`src/rtl/isdn_act_pkg.sv`:
```
package isdn_act_pkg;

  typedef enum logic [1:0] {
    MODE_NT  = 2'd0,
    MODE_TE  = 2'd1,
    MODE_LTS = 2'd2,
    MODE_LTT = 2'd3
  } mode_e;

  typedef enum logic [2:0] {
    ST_DOWN   = 3'd0,
    ST_REQ    = 3'd1,
    ST_SETTLE = 3'd2,
    ST_RUN    = 3'd3,
    ST_DROP   = 3'd4
  } state_e;

endpackage

```
`src/rtl/isdn_act_sync.sv`:
```
module isdn_act_sync #(
  parameter int             W       = 2,
  parameter logic [W-1:0]   RST_VAL = '0
) (
  input  logic         clk,
  input  logic         rst_n,
  input  logic [W-1:0] d,
  output logic [W-1:0] q
);

  for (genvar i = 0; i < W; i++) begin : g_bit
    logic [1:0] stg;
    always_ff @(posedge clk or negedge rst_n) begin
      if (!rst_n) stg <= {2{RST_VAL[i]}};
      else        stg <= {stg[0], d[i]};
    end
    assign q[i] = stg[1];
  end

endmodule

```
`src/rtl/isdn_act_frame_timer.sv`:
```
module isdn_act_frame_timer #(
  parameter int FRAME_CNT = 16
) (
  input  logic clk,
  input  logic rst_n,
  input  logic run,
  input  logic frame_strobe,
  output logic done
);

  localparam int CNT_W = $clog2(FRAME_CNT + 1);
  localparam logic [CNT_W-1:0] LIMIT = CNT_W'(FRAME_CNT);

  logic [CNT_W-1:0] cnt_q, cnt_d;
  logic             cnt_en;

  // Count only while settling; any other state returns the count to zero
  assign cnt_en = !run || (frame_strobe && (cnt_q != LIMIT));

  always_comb begin
    cnt_d = cnt_q;
    if (!run)            cnt_d = '0;
    else if (cnt_en)     cnt_d = cnt_q + 1'b1;
  end

  always_ff @(posedge clk or negedge rst_n) begin
    if (!rst_n)      cnt_q <= '0;
    else if (cnt_en) cnt_q <= cnt_d;
  end

  assign done = (cnt_q == LIMIT);

  p_cnt_bound_r3: assert property (@(posedge clk) disable iff (!rst_n)
    cnt_q <= LIMIT);

  p_cnt_clear_r3: assert property (@(posedge clk) disable iff (!rst_n)
    !run |=> (cnt_q == '0));

endmodule

```
`src/rtl/isdn_act_fsm.sv`:
```
module isdn_act_fsm
  import isdn_act_pkg::*;
#(
  parameter int               CMD_W     = 4,
  parameter logic [CMD_W-1:0] CMD_ACT   = 4'h8,
  parameter logic [CMD_W-1:0] CMD_DEACT = 4'hF
) (
  input  logic             clk,
  input  logic             rst_n,
  input  logic [1:0]       mode,
  input  logic             sdet_raw,
  input  logic             sdet_s,
  input  logic             dl_low_s,
  input  logic             cmd_valid,
  input  logic [CMD_W-1:0] cmd_code,
  input  logic             s_sync,
  input  logic             keep_clk,
  input  logic             settle_done,
  output logic             settle_run,
  output logic             xtal_en,
  output logic             gci_clk_en,
  output logic             clk_dist_en,
  output logic             sx_en,
  output logic             dl_pull_low,
  output logic             realign_ok
);

  mode_e  m;
  state_e st_q, st_d;
  logic   act, deact, awake;

  assign m     = mode_e'(mode);
  assign act   = cmd_valid && (cmd_code == CMD_ACT);
  assign deact = cmd_valid && (cmd_code == CMD_DEACT);

  // Next-state process
  always_comb begin
    st_d = st_q;
    unique case (st_q)
      ST_DOWN: begin
        if (act)                          st_d = (m == MODE_NT) ? ST_SETTLE : ST_RUN;
        else if (sdet_s)                  st_d = (m == MODE_NT) ? ST_REQ    : ST_RUN;
        else if (m == MODE_TE && dl_low_s) st_d = ST_REQ;
      end
      ST_REQ: begin
        if (deact)    st_d = ST_DOWN;
        else if (act) st_d = (m == MODE_NT) ? ST_SETTLE : ST_RUN;
      end
      ST_SETTLE: begin
        if (deact)            st_d = ST_DOWN;
        else if (settle_done) st_d = ST_RUN;
      end
      ST_RUN:  if (deact) st_d = ST_DROP;
      ST_DROP: st_d = ST_DOWN;
      default: st_d = ST_DOWN;
    endcase
  end

  // State register
  always_ff @(posedge clk or negedge rst_n) begin
    if (!rst_n) st_q <= ST_DOWN;
    else        st_q <= st_d;
  end

  assign settle_run = (st_q == ST_SETTLE);
  assign awake      = (st_q != ST_DOWN);

  // Output decode per mode
  always_comb begin
    xtal_en     = 1'b1;
    gci_clk_en  = 1'b1;
    clk_dist_en = 1'b1;
    dl_pull_low = 1'b0;
    unique case (m)
      MODE_NT: begin
        xtal_en     = st_q inside {ST_SETTLE, ST_RUN, ST_DROP};
        gci_clk_en  = st_q inside {ST_SETTLE, ST_RUN, ST_DROP};
        clk_dist_en = st_q inside {ST_RUN, ST_DROP};
        // raw detect path works with no clock running
        dl_pull_low = (st_q == ST_REQ) || ((st_q == ST_DOWN) && sdet_raw);
      end
      MODE_TE: begin
        xtal_en     = awake || keep_clk;
        gci_clk_en  = awake || keep_clk;
        clk_dist_en = awake || keep_clk;
      end
      default: ;
    endcase
  end

  assign sx_en      = (st_q == ST_RUN);
  assign realign_ok = (m == MODE_TE) && (st_q == ST_RUN) && s_sync;

  p_dist_after_delay_r3: assert property (@(posedge clk) disable iff (!rst_n)
    (m == MODE_NT && $rose(clk_dist_en)) |-> $past(settle_done));

  p_nt_xtal_before_sx_r3: assert property (@(posedge clk) disable iff (!rst_n)
    (m == MODE_NT && $rose(sx_en)) |-> $past(xtal_en));

  p_deact_sx_off_r11: assert property (@(posedge clk) disable iff (!rst_n)
    (cmd_valid && cmd_code == CMD_DEACT) |=> !sx_en);

  p_xtal_after_sx_r11: assert property (@(posedge clk) disable iff (!rst_n)
    $fell(xtal_en) |-> !$past(sx_en));

  p_dist_after_sx_r11: assert property (@(posedge clk) disable iff (!rst_n)
    $fell(clk_dist_en) |-> !$past(sx_en));

  p_lt_clk_stay_r8: assert property (@(posedge clk) disable iff (!rst_n)
    (mode[1] && $fell(sx_en)) |=> (xtal_en && gci_clk_en && clk_dist_en));

endmodule

```
`src/rtl/isdn_act_seq.sv`:
```
module isdn_act_seq
  import isdn_act_pkg::*;
#(
  parameter int               FRAME_CNT = 16,
  parameter int               CMD_W     = 4,
  parameter logic [CMD_W-1:0] CMD_ACT   = 4'h8,
  parameter logic [CMD_W-1:0] CMD_DEACT = 4'hF
) (
  input  logic             clk,
  input  logic             rst_n,
  input  logic [1:0]       mode,
  input  logic             sdet_async,
  input  logic             dl_async,
  input  logic             frame_strobe,
  input  logic             cmd_valid,
  input  logic [CMD_W-1:0] cmd_code,
  input  logic             s_sync,
  input  logic             keep_clk,
  output logic             xtal_en,
  output logic             clk_dist_en,
  output logic             sx_en,
  output logic             dl_pull_low,
  output logic             gci_clk_en,
  output logic             realign_ok
);

  logic [1:0] rst_stg;
  logic       rst_ns;
  logic       sdet_s, dl_s;
  logic       settle_run, settle_done;

  // Asynchronous assertion, synchronous release
  always_ff @(posedge clk or negedge rst_n) begin
    if (!rst_n) rst_stg <= 2'b00;
    else        rst_stg <= {rst_stg[0], 1'b1};
  end
  assign rst_ns = rst_stg[1];

  isdn_act_sync #(.W(2), .RST_VAL(2'b10)) i_sync (
    .clk   (clk),
    .rst_n (rst_ns),
    .d     ({dl_async, sdet_async}),
    .q     ({dl_s, sdet_s})
  );

  isdn_act_frame_timer #(.FRAME_CNT(FRAME_CNT)) i_timer (
    .clk          (clk),
    .rst_n        (rst_ns),
    .run          (settle_run),
    .frame_strobe (frame_strobe),
    .done         (settle_done)
  );

  isdn_act_fsm #(
    .CMD_W     (CMD_W),
    .CMD_ACT   (CMD_ACT),
    .CMD_DEACT (CMD_DEACT)
  ) i_fsm (
    .clk         (clk),
    .rst_n       (rst_ns),
    .mode        (mode),
    .sdet_raw    (sdet_async),
    .sdet_s      (sdet_s),
    .dl_low_s    (!dl_s),
    .cmd_valid   (cmd_valid),
    .cmd_code    (cmd_code),
    .s_sync      (s_sync),
    .keep_clk    (keep_clk),
    .settle_done (settle_done),
    .settle_run  (settle_run),
    .xtal_en     (xtal_en),
    .gci_clk_en  (gci_clk_en),
    .clk_dist_en (clk_dist_en),
    .sx_en       (sx_en),
    .dl_pull_low (dl_pull_low),
    .realign_ok  (realign_ok)
  );

  p_realign_gate_r10: assert property (@(posedge clk) disable iff (!rst_ns)
    realign_ok |-> (s_sync && sx_en && mode == 2'b01));

endmodule

```
`config.mk`:
```
export PLATFORM = sky130hd
export DESIGN_NAME = isdn_act_seq
export DESIGN_NICKNAME = d
export VERILOG_FILES = /design/src/rtl/isdn_act_pkg.sv /design/src/rtl/isdn_act_sync.sv /design/src/rtl/isdn_act_frame_timer.sv /design/src/rtl/isdn_act_fsm.sv /design/src/rtl/isdn_act_seq.sv
export SDC_FILE = /design/constraint.sdc
export NUM_CORES = 1
export LEC_CHECK = 0
export ABC_AREA = 1
export ABC_CLOCK_PERIOD_IN_PS = 3050
export BUFFER_PORTS_ARGS = -buffer_cell sky130_fd_sc_hd__buf_2
export CAP_MARGIN = 30
export CELL_PAD_IN_SITES_DETAIL_PLACEMENT = 0
export CELL_PAD_IN_SITES_GLOBAL_PLACEMENT = 1
export CORE_ASPECT_RATIO = 1.2
export CORE_MARGIN = 3
export CORE_UTILIZATION = 39
export DETAILED_ROUTE_END_ITERATION = 16
export GPL_TIMING_DRIVEN = 0
export PLACE_DENSITY = 0.9
export SLEW_MARGIN = 20
export SYNTH_ARGS = -nofsm -noshare
export SYNTH_HDL_FRONTEND = slang
export SYNTH_SLANG_ARGS = --single-unit
```
`constraint.sdc`:
```
create_clock -name clk -period 3.05 [get_ports clk]
set_clock_uncertainty 0.15 [all_clocks]
set_input_delay 0.915 -clock clk [delete_from_list [all_inputs] [get_ports clk]]
set_output_delay 0.915 -clock clk [all_outputs]
set_load 0.01 [all_outputs]
```
## After elaboration in Yosys (flattened, before gate mapping)

Cells that the tools add are included.

| storage, ports and cells | value |
|---|---|
| flip-flop bits (word level) | 14 |
| bits of input ports | 14 |

| cells by class | value |
|---|---|
| add/sub/neg operators | 1 |
| equality and inequality tests | 13 |
| mux-type cells | 15 |
| reduce and logical (&&, ||, !) cells | 18 |

Operators with widths:

| cell | number |
|---|---|
| 3-bit 2-to-1 mux | 8 |
| 3-bit case mux with 4 select lines | 1 |
| 4-bit equality test, second input constant | 2 |
| 1-bit logical AND | 7 |
| 3-bit by 2-bit equality test with 1-bit output, second input constant | 2 |
| 3-bit by 1-bit != test with 1-bit output, second input constant | 2 |
| 3-bit nonzero test | 2 |
| 5-bit by 1-bit adder with 5-bit output, second input constant | 1 |
| 5-bit equality test, second input constant | 1 |
| 5-bit 2-to-1 mux | 1 |
| 5-bit != test, second input constant | 1 |
| 4-bit by 2-bit != test with 1-bit output, second input constant | 1 |
| 1-bit case mux with 2 select lines | 2 |
| 4-bit AND reduction | 1 |
| 3-bit by 1-bit equality test with 1-bit output, second input constant | 1 |
| 3-bit equality test, second input constant | 1 |
| 3-bit zero test | 1 |
| 1-bit logical OR | 3 |
| 2-bit by 1-bit equality test with 1-bit output, second input constant | 1 |
| 1-bit zero test | 2 |
| 2-bit zero test | 1 |
| 1-bit 2-to-1 mux | 2 |
| 2-bit 2-to-1 mux | 1 |
| 2-bit by 1-bit != test with 1-bit output, second input constant | 1 |
| 2-bit nonzero test | 1 |

## Logic depth before layout (Yosys ltp)

Gate-level depths: netlist (run 1).

| depth | value |
|---|---|
| word-level depth | 6 |
| depth in mapped cells | 9 |
| mapped depth without buffers | 9 |

## Hierarchy

A second synthesis (run 1) with hierarchy kept.

| unflattened totals | value |
|---|---|
| cell total of the unflattened synthesis | 112 |
| area, all modules | 875.8 um2 |

Modules (own cells, without submodules):

| module | instances | cells an instance | area an instance (um2) | seq. area each (um2) |
|---|---|---|---|---|
| isdn_act_frame_timer | 1 | 41 | 351.6 | 125.1 |
| isdn_act_fsm | 1 | 61 | 349.1 | 75.1 |
| isdn_act_sync | 1 | 6 | 117.6 | 102.6 |
| isdn_act_seq | 1 | 4 | 57.6 | 50.0 |

## Worst setup path after synthesis (run 1)

OpenSTA, ideal clock, no wires.

| timing path | value |
|---|---|
| kind | input to output |
| from | input port mode[1] |
| to | output port xtal_en |
| data arrival time | 1477 ps |
| required time | 1985 ps |
| slack | 508 ps |
| stages on the path | 5 |
| buffers on the path | 1 |
| cell sequence | nor2_1 -> inv_1 -> nand2_1 -> nand2_1 -> buf_4 |

| on the way | value |
|---|---|
| cells in the longest elaborated chain, start to end | 2 |
| elaborated cells on any way between the ends | 3 |

RTL lines:

| item | RTL line | RTL |
|---|---|---|
| start, declared | isdn_act_seq.sv:11 | `input logic [1:0] mode,` |
| 2-bit by 1-bit equality test with 1-bit output or 2-bit zero test (tied branches) | - |  |
| 1-bit case mux with 2 select lines * | - |  |
| end, declared | isdn_act_seq.sv:19 | `output logic xtal_en,` |

Every way passes the cells marked *; elsewhere a longest branch is shown, timed or not.

## Final worst setup path (run 1)

| timing path | value |
|---|---|
| from | input port mode[1] |
| to | output port xtal_en |

| on the way | value |
|---|---|
| cells in the longest elaborated chain, start to end | 2 |
| elaborated cells on any way between the ends | 3 |

RTL lines:

| item | RTL line | RTL |
|---|---|---|
| 2-bit by 1-bit equality test with 1-bit output or 2-bit zero test (tied branches) | isdn_act_fsm.sv:74 | `unique case (m)` |
| 1-bit case mux with 2 select lines * | isdn_act_fsm.sv:74 |  |

Marks and branches as above.

==> results of run 1 <==
-- where the power goes --
part	total [W]	leakage (nW)	internal (W)	switching (W)
clock	0.000130	0.0210	0.0000726	0.0000570
sequential	0.000258	0.173	0.000219	0.0000390
combinational	0.000331	0.277	0.000125	0.000206
total	0.000718	0.471	0.000417	0.000302
-- metrics by stage --
| stage | std cells | hold slack, ps |
|---|---|---|
| after global placement | 140 | 53.94 |
| after global routing | 144 | 80.29 |
| final | 144 | 41.33 |
| after detailed placement | 140 | 58.93 |
| after CTS | 144 | 66.80 |
| after floorplan | 102 | -4.314 |
-- flip-flops by register name, indices dropped and copies added (netlist names) --
register	flops
i_timer.cnt_q	5
i_sync.g_bit.stg	4
i_fsm.st_q	3
rst_stg	2
-- area by class of cell --
cell class | count | area [um2]
plain buffers | 1 | 7.507
clock buffers | 4 | 36.28
fillers | 191 | 928.4
inverters | 16 | 60.06
multi-input cells | 71 | 367.9
flip-flops and latches | 14 | 352.8
well taps | 19 | 23.77
repair buffers | 19 | 95.09
-- cells by family (layout without fill, tap and decap cells) --
logic type / count (synthesis) / in the layout / synth area share
flops: 14 / 14 / 0.4476
other cells: 1 / 1 / 0.004757
compound gates: 14 / 14 / 0.08888
buf+inv: 17 / 40 / 0.08571
fa+ha+maj: 2 / 2 / 0.03174
simple gates: 54 / 54 / 0.3413
-- routing by layer --
metal	routed length [um]	share of wire	global-route usage
met2	684	0.48	0.2117
met4	33	0.023	0.04743
met3	83	0.058	0.02932
met5	0	0	0
met1	622	0.44	0.1473
-- cells in the final DEF, fill, tap and decap left out, types with 2 or more instances in the layout --
master and count:
a21oi_1 4, buf_2 19, clkbuf_4 3, dfrtp_1 12, dfstp_2 2, ha_1 2
inv_1 11, inv_2 4, nand2_1 22, nand2_2 4, nand3_1 9, nand4_1 2
nor2_1 9, nor2_2 2, nor2_4 2, o21ai_1 9
-- final timing paths --
check,startpoint,cells past startpoint,endpoint,slack [ps]
min in group clk,rst_stg[0],0,rst_stg[1],200
max in group asynchronous,rst_stg[1],0,i_sync.g_bit[1].stg[0],2360
hold / removal,rst_stg[1],0,i_timer.cnt_q[3],40
setup reg to reg,i_timer.cnt_q[0],9,i_fsm.st_q[0],1490
setup / recovery,mode[1],7,xtal_en,250
hold reg to reg,rst_stg[1],0,i_timer.cnt_q[3],40
-- worst max-delay path, delay by kind of cell --
kind | cells | cell delay [ps]
buf+inv | 4 | 480
simple gates | 3 | 340
==> run_results.csv, run 1 <==
group,metric,value,unit
status,status,"finished clean",
sta,timing.final.max_slew_violations,0,
sta,min_period_over_period,0.9192,
layout,layout.nets,142,
power_and_ir_drop,power_density,761.5,mW/mm2
floorplan,coreArea,0.001872,mm2
power_and_ir_drop,p_leak,0.4712,nW
grt,grt_pass1_vias,636,
floorplan,die_w,47.04,um
layout,finalInstanceArea,943.4,um2
clock_network,h-tree-depth,1,
floorplan,ios,20,
worst_setup_path,critPathMaxStageDelay,190,ps
clock_network,ctsHoldBuffers,0,
detailed_routing,viasPerCell,4.771,
grt,grt_pass1_wl,2442,um
floorplan,rows,17,
clock_network,cts_buffers,3,
synth,ys_seq_area_frac,0.4476,
clock_network,post-cts-setup-buffer-count,0,
sta,rsz0062_at_grt,"false",
power_and_ir_drop,totalPowerFinal,0.0007184,W
worst_setup_path,critPathCaptureType,"output pin",
synth,yosys.area.top_type,"dfrtp_1",
grt,grt.overflow.total,0,
synth,synth_area_leaders,"dfrtp_1, nand2_1, dfstp_2",
clock_network,root_buffer,"clkbuf_4",
worst_setup_path,crit_chain,"buf_2 > nor2_1 > inv_1 > nand2_1 > nand2_1 > buf_4 > buf_2",
sta,max_freq,356.7,MHz
power_and_ir_drop,vdd_drop_max,0.3899,mV
detailed_routing,wl_per_cell,9.875,um
clock_network,post_cts_resized,0,
floorplan,die_area,0.002599,mm2
flow_run,maxCapViolations,0,
place,placed_cell_area,907.1,um2
worst_setup_path,crit_type,"in2out",
clock_network,path_clk_slew,80,ps
worst_setup_path,arrival,1740,ps
detailed_routing,drt-pass1-iter-count,4,
worst_setup_path,cp-start-kind,"input port",
detailed_routing,ant_nets,0,
floorplan,die_h,55.25,um
layout,syn2layout_area_growth,19.68,%
place,hpwl,1174,um
detailed_routing,drc,0,
grt,grt_use_total,0.1259,
synth,synth_nets,118,
layout,n_antenna_cell,0,
synth,ys.flop_type,"dfrtp_1",
detailed_routing,vias,687,
synth,synthArstFlopShare,1.000,
worst_setup_path,crit_fanout,4,
clock_network,clockBufferDepth,2,
clock_network,clk_latency,280,ps
layout,drive_gt1_frac,0.3120,
synth,yosysMostFrequentCell,"nand2_1",
floorplan,initial_core_util,0.4211,
clock_network,cts_tree,"built",
sta,finalHoldViolations,0,
worst_setup_path,crit_slowest_cell,"nor2_1",
place,gp_congestion,0.7924,
hold_path,hold_class,"reg2async",
synth,syn_inst,102,
synth,synth-edff-count,0,
synth,synthesis.area,788.3,um2
synth,synth_top_area_share,0.3810,
synth,avgSynthCellArea,7.728,um2
sta,finalWorstSetupSlack,246.5,ps
detailed_routing,dr.first_iter.drc_count,17,
synth,ys_ff_latch,14,
sta,timing.setup.tns,0,ps
synth,synth_common_cells,"nand2_1, dfrtp_1, inv_1",
synth,synth_cell_type_count,22,
detailed_routing,wirelength,1422,um
synth,yosysWarnings,0,
grt,grt_max_degree,13,
sta,period_minus_slack,2804,ps
sta,setup_viol,0,
place,portBuffers,19,
grt,antenna_found_initial,0,
clock_network,clock_sinks,14,
place,place_ws,224.2,ps
worst_setup_path,crit_required,1980,ps
layout,final_core_util,0.5040,
(Power assumes the default switching activity.)
==> run 2, diff against run 1 <==
--- a/config.mk
+++ b/config.mk
@@ -6,7 +6,6 @@
 export NUM_CORES = 1
 export LEC_CHECK = 0
 export ABC_AREA = 1
-export ABC_CLOCK_PERIOD_IN_PS = 3050
 export BUFFER_PORTS_ARGS = -buffer_cell sky130_fd_sc_hd__buf_2
 export CAP_MARGIN = 30
 export CELL_PAD_IN_SITES_DETAIL_PLACEMENT = 0
@@ -16,6 +15,7 @@
 export CORE_UTILIZATION = 39
 export DETAILED_ROUTE_END_ITERATION = 16
 export GPL_TIMING_DRIVEN = 0
+export HOLD_SLACK_MARGIN = 0.08
 export PLACE_DENSITY = 0.9
 export SLEW_MARGIN = 20
 export SYNTH_ARGS = -nofsm -noshare
==> run 2 against run 1 <==
Sequential share of layout area fell by 0.39 points. Power rose by 0.15%. Largest cell class unchanged. Register-to-register slack barely moved. Via count rose by 1.3%. Maximum frequency barely moved. Cell area rose by 1.1%. Flip-flop and latch count did not move. Clock-buffer cell count did not move. Worst setup slack barely moved. First-iteration DRC count did not move. Critical path type unchanged. Non-clock buffer count rose by 1.
==> run_results.csv, run 2 (synthesis results as in run 1) <==
group,metric,value,unit
power_and_ir_drop,power.share.clock,0.180,
detailed_routing,ant_nets,0,
sta,min_period_over_period,0.9192,
worst_setup_path,cp-start-kind,"input port",
status,status,"finished clean",
layout,largest_reg_flops,5,
layout,multi_input_area,367.9,um2
layout,layout.nets,143,
hold_path,hold_class,"reg2async",
layout,fill_cells,192,
floorplan,die_h,55.25,um
clock_network,path_clk_slew,80,ps
grt,antenna_found_initial,0,
worst_setup_path,arrival,1740,ps
sta,rsz0062_at_grt,"false",
clock_network,post_cts_resized,0,
power_and_ir_drop,p_leak,0.4754,nW
detailed_routing,viasPerCell,4.800,
power_and_ir_drop,vdd_drop_max,0.3894,mV
worst_setup_path,crit_fanout,4,
detailed_routing,vias,696,
worst_setup_path,critPathMaxStageDelay,190,ps
layout,largest_register,"i_timer.cnt_q",
flow_run,maxCapViolations,0,
sta,period_minus_slack,2804,ps
worst_setup_path,crit_chain,"buf_2 > nor2_1 > inv_1 > nand2_1 > nand2_1 > buf_4 > buf_2",
place,portBuffers,19,
clock_network,root_buffer,"clkbuf_4",
sta,holdWs,76.78,ps
detailed_routing,drt-pass1-iter-count,4,
power_and_ir_drop,intPower,0.0004176,W
clock_network,clockBufferDepth,2,
grt,grt.overflow.total,0,
grt,grt_max_degree,11,
worst_setup_path,cp_num_buf_inv,4,
detailed_routing,drc,0,
place,gp_congestion,0.7924,
sta,setup_viol,0,
worst_setup_path,crit_slowest_cell,"nor2_1",
grt,grt_pass1_vias,643,
clock_network,clk_latency,280,ps
layout,syn2layout_area_growth,20.95,%
detailed_routing,wirelength,1438,um
worst_setup_path,critPathTopFamily,"buffers and inverters",
worst_setup_path,crit_required,1980,ps
power_and_ir_drop,switching_power,0.0003019,W
clock_network,cts_tree,"built",
layout,reg_top3,"i_timer.cnt_q: 5 flops, i_sync.g_bit.stg: 4 flops, i_fsm.st_q: 3 flops",
clock_network,clock_sinks,14,
place,hpwl,1174,um
floorplan,rows,17,
detailed_routing,wl_per_cell,9.917,um
layout,layout_commonest_cell,"nand2_1",
floorplan,coreArea,0.001872,mm2
sta,finalHoldViolations,0,
sta,timing.setup.tns,0,ps
clock_network,h-tree-depth,1,
power_and_ir_drop,combPwrFrac,0.465,
detailed_routing,dr.first_iter.drc_count,17,
layout,seq_area,352.8,um2
grt,grt_pass1_wl,2456,um
floorplan,initial_core_util,0.4211,
clock_network,cts_buffers,3,
sta,timing.final.max_slew_violations,0,
layout,n_antenna_cell,0,
power_and_ir_drop,power_density,754.6,mW/mm2
layout,drive_gt1_frac,0.3095,
layout,final_cell_mix,"nand2_1, buf_2, dfrtp_1",
worst_setup_path,critPathCaptureType,"output pin",
layout,finalInstanceArea,953.4,um2
worst_setup_path,crit_type,"in2out",
clock_network,post-cts-setup-buffer-count,0,
floorplan,die_area,0.002599,mm2
power_and_ir_drop,swShare,0.4195,
floorplan,ios,20,
sta,max_freq,356.7,MHz
place,placed_cell_area,907.1,um2
clock_network,ctsHoldBuffers,1,
grt,grt_use_total,0.1265,
floorplan,die_w,47.04,um
power_and_ir_drop,seqPwrFrac,0.355,
==> run 2: cell count changes in the layout (fill, tap and decap cells not counted), sizes merged <==
cell and change:
dlygate4sd3 +1
==> run 2: path summary, 6_finish.rpt <==
| check | start | slack (ps) | depth (start not counted) | endpoint |
|---|---|---|---|---|
| worst max-delay path | mode[1] | 250 | 7 | xtal_en |
| worst min-delay path | rst_stg[1] | 80 | 0 | i_sync.g_bit[1].stg[1] |
| worst max register to register | i_timer.cnt_q[0] | 1490 | 9 | i_fsm.st_q[0] |
| worst min register to register | rst_stg[1] | 80 | 0 | i_sync.g_bit[1].stg[1] |
| max in group asynchronous | rst_stg[1] | 1790 | 1 | i_timer.cnt_q[0] |
| min in group clk | rst_stg[0] | 200 | 0 | rst_stg[1] |
==> run 2: layout make-up <==
| cell class | count | share of cell area |
|---|---|---|
| multi-input cells | 71 | 0.3858 |
| flip-flops and latches | 14 | 0.3701 |
| repair buffers | 20 | 0.1102 |
| inverters | 16 | 0.06299 |
| clock buffers | 4 | 0.03806 |
| well taps | 19 | 0.02493 |
| plain buffers | 1 | 0.007874 |
==> run 2: metrics by stage <==
stage            util  cells  setup slack, ps  total power, W
2_1_floorplan       -    102            507.7       0.0005178
3_3_place_gp   0.4846    140            221.1       0.0005924
3_5_place_dp   0.4846    140            224.2       0.0005992
4_1_cts        0.5094    145            221.9       0.0007288
5_1_grt        0.5094    145            157.1       0.0007911
6_report       0.5094    145            246.5       0.0007195
==> run 2: metal layers <==
layer | vias up | routed length, um | GRT usage
li1 | 371 | - | -
met3 | 5 | 88 | 0.02932
met2 | 17 | 704 | 0.2117
met4 | 0 | 33 | 0.04743
met1 | 303 | 612 | 0.1494
met5 | - | 0 | 0
==> run 2: power by group through the flow <==
stage               clock, W  combinational, W  sequential [W]
global route        0.000142          0.000388        0.000261
finish              0.000129          0.000335        0.000255
detailed placement         0          0.000337        0.000263
floorplan                  0          0.000261        0.000256
global placement           0          0.000332        0.000260
CTS                 0.000132          0.000340        0.000256
==> run 3, diff against run 2 <==
--- a/config.mk
+++ b/config.mk
@@ -7,7 +7,7 @@
 export LEC_CHECK = 0
 export ABC_AREA = 1
 export BUFFER_PORTS_ARGS = -buffer_cell sky130_fd_sc_hd__buf_2
-export CAP_MARGIN = 30
+export CAP_MARGIN = 20
 export CELL_PAD_IN_SITES_DETAIL_PLACEMENT = 0
 export CELL_PAD_IN_SITES_GLOBAL_PLACEMENT = 1
 export CORE_ASPECT_RATIO = 1.2
==> constraint.sdc (replaced) <==
create_clock -name clk -period 3.05 [get_ports clk]
set_clock_uncertainty 0.15 [all_clocks]
set_input_delay 0.915 -clock clk [delete_from_list [all_inputs] [get_ports clk]]
set_output_delay 0.915 -clock clk [all_outputs]
set_load 0.05 [all_outputs]
==> run 3 against run 2 <==
Power up 9.4%. Global-route usage increased by 1.6 points. Sequential share of layout area decreased by 0.53 points. Via count grew 3.7%. Clock-buffer cell count is the same. Register-to-register slack about the same. Largest cell class unchanged.
==> run_results.csv, run 3 (synthesis results as in run 1) <==
group,metric,value,unit
status,status,"finished clean",
layout,fill_cells,191,
grt,antenna_found_initial,0,
floorplan,coreArea,0.001872,mm2
place,place_ws,157.1,ps
detailed_routing,ant_nets,0,
worst_setup_path,r2r-start,"i_timer.cnt_q[0]",
clock_network,path_clk_slew,80,ps
detailed_routing,wl_per_cell,10.45,um
worst_setup_path,crit_type,"in2out",
power_and_ir_drop,intPower,0.0004190,W
hold_path,min_to,"rst_stg[1]",
clock_network,root_buffer,"clkbuf_4",
place,hpwl,1250,um
layout,layout_commonest_cell,"nand2_1",
place,portBuffers,19,
hold_path,hold_class,"reg2reg",
worst_setup_path,arrival,1820,ps
grt,grt_use_total,0.1422,
clock_network,clk_latency,280,ps
detailed_routing,dr.first_iter.drc_count,22,
floorplan,initial_core_util,0.4211,
worst_setup_path,cp-start-kind,"input port",
sta,finalHoldViolations,0,
grt,grt_pass1_wl,2794,um
layout,drive_gt1_frac,0.3150,
layout,largest_register,"i_timer.cnt_q",
layout,layout.nets,144,
sta,max_freq,346.6,MHz
power_and_ir_drop,p_leak,0.4804,nW
power_and_ir_drop,power_density,813.8,mW/mm2
hold_path,hold-path-cell-count,0,
grt,grt_max_degree,11,
sta,finalWorstSetupSlack,164.4,ps
detailed_routing,viasPerCell,4.945,
floorplan,die_area,0.002599,mm2
clock_network,clockBufferDepth,2,
power_and_ir_drop,vdd_drop_max,0.4474,mV
worst_setup_path,reg2reg_depth,9,
sta,timing.setup.tns,0,ps
power_and_ir_drop,switching_power,0.0003680,W
clock_network,cts_tree,"built",
layout,largest_reg_flops,5,
sta,period_minus_slack,2886,ps
flow_run,maxCapViolations,0,
worst_setup_path,crit_required,1980,ps
floorplan,ios,20,
detailed_routing,drc,0,
floorplan,die_w,47.04,um
detailed_routing,wirelength,1526,um
detailed_routing,vias,722,
worst_setup_path,ff2ff_setup_slack,1490,ps
layout,reg_top3,"i_timer.cnt_q: 5 flops, i_sync.g_bit.stg: 4 flops, i_fsm.st_q: 3 flops",
sta,timing.final.max_slew_violations,0,
grt,grt_pass1_vias,719,
floorplan,rows,17,
layout,syn2layout_area_growth,22.70,%
power_and_ir_drop,combPwrFrac,0.508,
sta,rsz0062_at_grt,"false",
hold_path,min_from,"rst_stg[0]",
grt,grt.overflow.total,0,
layout,n_antenna_cell,0,
detailed_routing,drt-pass1-iter-count,4,
clock_network,clock_sinks,14,
power_and_ir_drop,totalPowerFinal,0.0007870,W
power_and_ir_drop,power.share.clock,0.166,
clock_network,cts_buffers,3,
worst_setup_path,crit_fanout,4,
sta,min_period_over_period,0.9461,
clock_network,h-tree-depth,1,
layout,final_cell_mix,"nand2_1, buf_2, dfrtp_1",
place,gp_congestion,0.7395,
sta,setup_viol,0,
worst_setup_path,r2r_end,"i_fsm.st_q[0]",
floorplan,die_h,55.25,um
power_and_ir_drop,seqPwrFrac,0.325,
power_and_ir_drop,swShare,0.4676,
worst_setup_path,critPathCaptureType,"output pin",
[run 3: cell types whose count changed in the layout (fill, tap and decap cells not counted), sizes merged]
cell	previous run	this run
dlygate4sd3	1	2
[run 3: how the worst max path moves through the flow]
stage                  startpoint  endpoint  slack [ps]  cells past startpoint
CTS                       mode[0]   xtal_en         160                      7
finish                    mode[0]   xtal_en         160                      7
global route              mode[0]   xtal_en          70                      7
detailed placement        mode[0]   xtal_en         160                      7
global placement          mode[0]   xtal_en         130                      7
floorplan           i_fsm.st_q[2]   xtal_en          30                      8
[run 3: per-layer routing]
metal / global-route usage / vias to the layer above / part of all wire / wire (um)
met5: 0 / - / 0 / 0
met4: 0.04743 / 0 / 0.016 / 25
met3: 0.01954 / 5 / 0.048 / 74
met2: 0.2466 / 18 / 0.54 / 827
met1: 0.1705 / 322 / 0.39 / 599
li1: - / 377 / - / -
[run 3: power groups by stage]
stage	Clock [W]	Sequential, W	Combinational (W)
5_1_grt	0.000145	0.000262	0.000458
6_report	0.000131	0.000256	0.000400
2_1_floorplan	0	0.000256	0.000324
3_5_place_dp	0	0.000264	0.000400
3_3_place_gp	0	0.000260	0.000396
4_1_cts	0.000134	0.000257	0.000405
[run 3: cell type report]
cell class	count	area, um2	share of cell area
inverters	16	60.06	0.06210
repair buffers	21	115.1	0.1190
plain buffers	1	7.507	0.007762
multi-input cells	71	371.6	0.3842
well taps	19	23.77	0.02458
clock buffers	4	36.28	0.03752
flip-flops and latches	14	352.8	0.3648
[run 3: critical path, cell delays in order]
cell	delay, ps
buf_2	130
nor2_1	170
inv_1	110
nand2_1	110
nand2_1	70
buf_4	120
buf_2	200
[run 3: through the flow]
stage	hold slack [ps]	cell area, um2	instances	utilization
3_5_place_dp	57.97	910.9	140	0.4866
5_1_grt	219.0	967.2	146	0.5167
4_1_cts	208.6	967.2	146	0.5167
3_3_place_gp	49.54	910.9	140	0.4866
6_report	208.0	967.2	146	0.5167
2_1_floorplan	-4.314	792.0	102	-
[run 3: what timing repair did]
action                                 CTS  global route
setup buffers                            0             0
gates resized for setup                  0             0
endpoints found under the hold margin   10             0
hold buffers                             2             0
